$ cat src/rtl/dly_tune_pkg.sv
// Package: shared sizing for the delay-line tuning controller.
// Assumes a legal range of 0..TUNE_MAX with the coarse index in the
// bits above FINE_LOG.
package dly_tune_pkg;
    localparam int TUNE_W   = 5;
    localparam int TUNE_MAX = 27;
    localparam int TUNE_MID = 14;
    localparam int FINE_LOG = 2;
    localparam int FINE_W   = 1 << FINE_LOG;
    localparam int COARSE_N = 1 << (TUNE_W - FINE_LOG);

    typedef logic [TUNE_W-1:0] tune_t;
endpackage

$ cat src/rtl/tune_counter.sv
// Module: tune_counter
// Saturating up/down position counter. One step per clock. An advance and
// a retard in the same cycle cancel. Also exposes the next-state value so
// that downstream registers can load on the same edge.
// Assumes: MAX < 2**W, INIT <= MAX, reset used only for initialisation.
module tune_counter #(
    parameter int W    = 5,
    parameter int MAX  = 27,
    parameter int INIT = 14
) (
    input  logic         clk,
    input  logic         rst_n,
    input  logic         up,
    input  logic         dn,
    output logic [W-1:0] cnt,
    output logic [W-1:0] cnt_nxt
);
    localparam logic [W-1:0] TOP  = W'(MAX);
    localparam logic [W-1:0] HOME = W'(INIT);

    // Next position: step, clamp at both ends, cancel on conflict.
    always_comb begin
        cnt_nxt = cnt;
        if (!rst_n)
            cnt_nxt = HOME;
        else if (up && !dn && cnt != TOP)
            cnt_nxt = cnt + W'(1);
        else if (dn && !up && cnt != '0)
            cnt_nxt = cnt - W'(1);
    end

    // Position register.
    always_ff @(posedge clk) begin
        cnt <= cnt_nxt;
    end

    p_inc_r2: assert property (@(posedge clk) disable iff (!rst_n)
        (up && !dn && cnt < TOP) |=> (cnt == W'($past(cnt) + 1)));
    p_dec_r3: assert property (@(posedge clk) disable iff (!rst_n)
        (dn && !up && cnt > '0) |=> (cnt == W'($past(cnt) - 1)));
    p_hold_r4: assert property (@(posedge clk) disable iff (!rst_n)
        (up == dn) |=> $stable(cnt));
    p_no_overflow_r5: assert property (@(posedge clk) disable iff (!rst_n)
        (cnt == TOP && up && !dn) |=> (cnt == TOP));
    p_floor_r6: assert property (@(posedge clk) disable iff (!rst_n)
        (cnt == '0 && dn && !up) |=> (cnt == '0));
endmodule

$ cat src/rtl/coarse_decode.sv
// Module: coarse_decode
// Registered one-hot decoder of the upper position bits. It decodes the
// counter's next-state value, so every select line and the counter load on
// one edge and no line is skewed against another.
// Assumes: the index input never exceeds N-2 (the top line is unused).
module coarse_decode #(
    parameter int IDX_W = 3,
    parameter int N     = 8,
    parameter int INIT  = 3
) (
    input  logic             clk,
    input  logic             rst_n,
    input  logic [IDX_W-1:0] idx_nxt,
    output logic [N-1:0]     sel
);
    logic [N-1:0] sel_nxt;

    // One comparator per line.
    for (genvar k = 0; k < N; k++) begin : g_line
        assign sel_nxt[k] = (idx_nxt == IDX_W'(k));
    end

    // Select register; reset drives the mid-range tap.
    always_ff @(posedge clk) begin
        if (!rst_n)
            sel <= N'(1) << INIT;
        else
            sel <= sel_nxt;
    end

    p_onehot_r7: assert property (@(posedge clk) disable iff (!rst_n)
        $countones(sel) == 1);
    p_top_unused_r7: assert property (@(posedge clk) disable iff (!rst_n)
        !sel[N-1]);
endmodule

$ cat src/rtl/fine_encode.sv
// Module: fine_encode
// Fine interpolation word: thermometer of the low position bits, inverted
// when the first coarse bit is set so the sweep reverses on alternate taps.
// Purely combinational.
module fine_encode #(
    parameter int LOG = 2,
    parameter int FW  = 4
) (
    input  logic [LOG:0] pos,
    output logic [FW-1:0] code
);
    logic [LOG-1:0] lvl;
    logic           flip;

    // Split position into level and direction bit.
    always_comb begin
        lvl  = pos[LOG-1:0];
        flip = pos[LOG];
    end

    for (genvar i = 0; i < FW; i++) begin : g_therm
        assign code[i] = flip ^ (int'(lvl) > i);
    end

    always_comb begin
        a_fine_ones_r8: assert ($countones(code) ==
            (flip ? FW - int'(lvl) : int'(lvl)));
    end
endmodule

$ cat src/rtl/dly_tune_ctrl.sv
// Module: dly_tune_ctrl (top)
// Converts advance/retard pulses into coarse tap selects and a fine
// interpolation word for a delay line. Position range 0..27, reset to 14.
// Assumes: pulses are synchronous to clk, one step per cycle at most.
module dly_tune_ctrl
    import dly_tune_pkg::*;
(
    input  logic                clk,
    input  logic                rst_n,
    input  logic                adv_pulse,
    input  logic                ret_pulse,
    output logic [COARSE_N-1:0] coarse_sel,
    output logic [FINE_W-1:0]   fine_code,
    output logic [TUNE_W-1:0]   tune_count
);
    localparam int IDX_W = TUNE_W - FINE_LOG;

    tune_t cnt_q;
    tune_t cnt_d;

    tune_counter #(.W(TUNE_W), .MAX(TUNE_MAX), .INIT(TUNE_MID)) u_cnt (
        .clk     (clk),
        .rst_n   (rst_n),
        .up      (adv_pulse),
        .dn      (ret_pulse),
        .cnt     (cnt_q),
        .cnt_nxt (cnt_d)
    );

    coarse_decode #(.IDX_W(IDX_W), .N(COARSE_N), .INIT(TUNE_MID >> FINE_LOG)) u_crs (
        .clk     (clk),
        .rst_n   (rst_n),
        .idx_nxt (cnt_d[TUNE_W-1:FINE_LOG]),
        .sel     (coarse_sel)
    );

    fine_encode #(.LOG(FINE_LOG), .FW(FINE_W)) u_fin (
        .pos  (cnt_q[FINE_LOG:0]),
        .code (fine_code)
    );

    assign tune_count = cnt_q;

    p_coarse_tracks_r7: assert property (@(posedge clk) disable iff (!rst_n)
        coarse_sel[cnt_q[TUNE_W-1:FINE_LOG]]);
    p_range_r5: assert property (@(posedge clk) disable iff (!rst_n)
        cnt_q <= tune_t'(TUNE_MAX));
endmodule

$ cat config.mk
export PLATFORM = sky130hd
export DESIGN_NAME = dly_tune_ctrl
export DESIGN_NICKNAME = d
export VERILOG_FILES = /design/src/rtl/dly_tune_pkg.sv /design/src/rtl/tune_counter.sv /design/src/rtl/coarse_decode.sv /design/src/rtl/fine_encode.sv /design/src/rtl/dly_tune_ctrl.sv
export SDC_FILE = /design/constraint.sdc
export NUM_CORES = 1
export LEC_CHECK = 0
export BUFFER_PORTS_ARGS = -buffer_cell sky130_fd_sc_hd__buf_2
export CORE_AREA = 2 2 40 42
export CTS_BUF_LIST = sky130_fd_sc_hd__clkbuf_2 sky130_fd_sc_hd__clkbuf_4 sky130_fd_sc_hd__clkbuf_8
export DETAILED_ROUTE_END_ITERATION = 10
export DIE_AREA = 0 0 42 44
export PLACE_DENSITY_LB_ADDON = 0.1
export SLEW_MARGIN = 25
export SYNTH_ARGS = -nofsm -noshare
export SYNTH_HDL_FRONTEND = slang
export SYNTH_HIERARCHICAL = 1
export SYNTH_SLANG_ARGS = --single-unit
$ cat constraint.sdc
create_clock -name clk -period 3.2 [get_ports clk]
set_input_delay 0.16 -clock clk [delete_from_list [all_inputs] [get_ports clk]]
set_output_delay 0.16 -clock clk [all_outputs]
set_load 0.02 [all_outputs]
# Yosys cells after proc, flatten, opt, wreduce, memory -nomap -nowiden
# Index checks and enable logic that the tools add are counted.
# totals
regBits	13
output_inout_bits	17
in_bits	4
# op_classes
muxes	3
order_cmp	3
reduce_logical	9
eq_ne	8
bitwise_logic	3
addsub	2
# ops
op	n
$mux 5	3
$eq 3x3->1 const B	4
$eq 3x2->1 const B	2
$add 5x1->5 const B	1
$ne 5x5->1 const B	1
$reduce_bool 5->1	1
$sub 5x1->5 const B	1
$gt 2x1->1 const B	2
$logic_and 1x1->1	4
$eq 3x1->1 const B	1
$logic_not 3->1	1
$xor 1x1->1	3
$gt 2x2->1 const B	1
$logic_not 1->1	2
$reduce_bool 2->1	1

# Logic depth before layout (Yosys ltp)
# depth
word_depth	7
depth_mapped	8
depth_no_buf	8

# Cells and area by module
# Netlist, hierarchy kept.
# modules_own_cells
mod	cells_each	n_inst	area_each_um2	seq_area_each_um2
tune_counter	36	1	329.1	100.1
coarse_decode	21	1	241.5	160.2
fine_encode	6	1	41.3	0.0

# Least setup slack after synthesis
# OpenSTA, ideal clock, no wires.
# synth_timing
path_kind	flip-flop to flip-flop
from	reg u_cnt.cnt[1]
to	reg u_crs.sel[2]
arrival_time_ns	1.960
stages_incl_launch_ff	9
period_less_slack_ns	2.032
required_time_ns	3.127
setup_time_ns	0.073
setup_slack_ns	1.168
path_cell_list	dfxtp_1 > inv_1 > ha_1 > nor4b_2 > nor2_1 > a22oi_1 > mux2_1 > nand2b_4 > nor3b_2
# synth_between
elab_chain_cells	6
# synth_lines
item	line	source
start, declared	tune_counter.sv:15	output logic [W-1:0] cnt,
start signal, assigned	tune_counter.sv:34	cnt <= cnt_nxt;
branches (longest 3 deep; another with $sub 5x1->5)	--	
$mux 5 *	tune_counter.sv:26	else if (up && !dn && cnt != TOP)
$mux 5 *	tune_counter.sv:24	if (!rst_n)
net cnt_d[2]	dly_tune_ctrl.sv:19	tune_t cnt_d;
$eq 3x2->1 *	coarse_decode.sv:20	assign sel_nxt[k] = (idx_nxt == IDX_W'(k));
end signal, assigned	coarse_decode.sv:26	sel <= N'(1) << INIT;
end signal, assigned	coarse_decode.sv:28	sel <= sel_nxt;
end, declared	coarse_decode.sv:14	output logic [N-1:0] sel
# Mark *: on every way through the listed nets, which the timed path passes. The select of a mux whose other input is x is not followed.
# A chain may end at the register's enable or synchronous reset.

# Worst setup path in the final report
# Ends and elaborated chain as after synthesis.

==> metrics <==
status finished, final reports clean; final setup fails 0; Setup CP Type flip-flop to flip-flop; row count 14; global-route wire length before repair 1770 µm; Reg area 260 µm²; CTS root buffer clkbuf_4; worst skew pair latency 260 ps; Max-Cap Viols 0; I/O Pins 21; Congestion Overflow GR 0; Cell Area, Placed 724 µm²; crit path launch type flip-flop; die footprint 1850 µm²; worst hold slack 165 ps; wire length on met1 506 µm; dominant cells by area after synthesis dfxtp_1 (43%), nor2_1 (4.3%), ha_1 (4.1%), nand2b_1 (4.1%), nor3b_2 (4.1%); worst setup margin 1080 ps; syn_area_per_cell 9.71 µm²; Remaining DRCs 0; WL/cell 10.7 µm; DRT Pass-1 Iters 3; worst endpoint required time 3400 ps; Met2 Wirelength 530 µm; Core Area 1420 µm²; fin crit share 66.4%; Total GRT Usage 12.6%; P_leak 0.000350 µW; fraction of registers with async set/reset 0%; Met3 Routed Length 55 µm; PwrDens 477 nW/µm²; post-synth top area share 42.5%; worst-path fanout max 9; global placement routability congestion 0.663; Unique masters post-synth 27; routed wire length 1090 µm; clk sinks 13; CTS tree done; Initial Util 43.1%; Post-synth top flop dfxtp_1; number of synthesized register bits 13; Tmin final 2120 ps; Worst-path clk slew 70 ps; # diodes 0; most numerous cell in the Yosys netlist dfxtp_1; Setup Fix Bufs, Post-CTS 0; largest net degree at the start of global routing 13; Via density 4.88; Top Layer Used met3; clk buf depth 2; antenna violations before repair 0; Seq/Total Area, Yosys 42.5%; critical path endpoint category flip-flop; Cell Area, Synth 612 µm²; CTS Hold Buffers Added 0; Die X 42 µm; fmax 0.471 GHz; synth warn 6; setup TNS 0 ps; HPWL Detailed 865 µm; die height 44 µm; Area Growth Syn to Fin 23.3%; vias 498; vias in the first global route 399; first-iteration detailed-routing DRC count 3; post-route cell area 754 µm²; NumNets Final 93; final slew viol count 0; IO buf count 20; top cells by count, synth dfxtp_1 (13), nor2_1 (7), nand2_1 (6), nand2b_1 (4), nor3_1 (4); Filler Cell Count 143; CTS Buf Count 3; worst slew pin tran 420 ps; Layout Skew 1.78 ps; # H-tree levels 1; EDFF count, synth 0; Synth Instances 63; Rel. slew slack 71.9%; Routed Antenna Nets 0; area taken by multi-input logic gates 337 µm²; largest area contributor in the netlist dfxtp_1; Peak supply drop 0.305 mV; syn_nets 69; layout cells sized above 1 36.0%; Hold Path Class input port to flip-flop; pre-CTS WS 1070 ps; post-CTS sizing 0; RSZ-0062 raised after global routing false; WP data arrival 2320 ps; final hold vios 0
[power breakdown]
part	leakage [µW]	switching, µW	internal, µW	total [µW]
logic	0.000226	43.9	32.1	76.0
clock network	0.0000184	47.7	56.7	104
registers	0.000106	11.0	169	180
total	0.000350	103	258	360
[worst paths after layout]
path	startpoint	to	slack, ps	depth (start not counted)
min	rst_n	u_crs/sel[3]	160	2
max reg2reg	u_cnt/cnt[1]	u_crs/sel[2]	1080	8
max	u_cnt/cnt[1]	u_crs/sel[2]	1080	8
min reg2reg	u_cnt/cnt[0]	u_cnt/cnt[0]	650	2
[placed cells by master (no fill, tap or decap), types with 2 or more instances in the layout]
master	instances
and3_1	2
buf_2	20
clkbuf_4	4
dfxtp_1	13
ha_1	2
inv_1	2
mux2_2	2
nand2_1	6
nand2b_1	4
nor2_1	7
nor3_1	4
nor3b_2	2
o21ai_0	2
xnor2_1	2
[sequential cells by signal, indices dropped and copies added, names as in the netlist]
signal,cells
u_cnt/cnt,5
u_crs/sel,8
[layout make-up]
type	instances	area share [%]
timing repair buffer	20	13.3
inverter	2	0.995
multi-input combinational	47	44.6
tap	16	2.65
sequential	13	34.5
clock buffer	4	3.98
[per-layer routing]
metal	GRT usage, %	vias to the layer above
met1	16.8	221
met5	0	-
met2	18.8	12
met3	1.25	0
met4	9.68	0
li1	-	265
[cells by family (layout without fill, tap and decap cells)]
family                     count (synthesis)  count (layout)  synth area share [%]
AOI/OAI and AO/OA                          5               5                  5.52
DFF                                       13              13                  42.5
muxes                                      3               3                  5.52
and+or+nand+nor                           34              34                  35.6
xor gates and xnor gates                   3               3                  4.30
adders and majority gates                  2               2                  4.09
buffers and inverters                      3              26                  2.45
[per-stage QoR]
stage          util (%)  total power (µW)  instances
2_1_floorplan         -               237         63
3_3_place_gp       51.1               260         98
3_5_place_dp       51.1               261         98
4_1_cts            53.2               367        102
5_1_grt            53.2               381        102
6_report           53.2               360        102
[worst max-delay path: stages, from the launching register on]
cell and delay [ps]:
dfxtp_1 490, inv_1 80, ha_1 210, nor4b_2 170, nor2_1 240, a22oi_1 150, mux2_1 380, nand2b_4 180
nor3b_2 160
(Power assumes the default switching activity.)
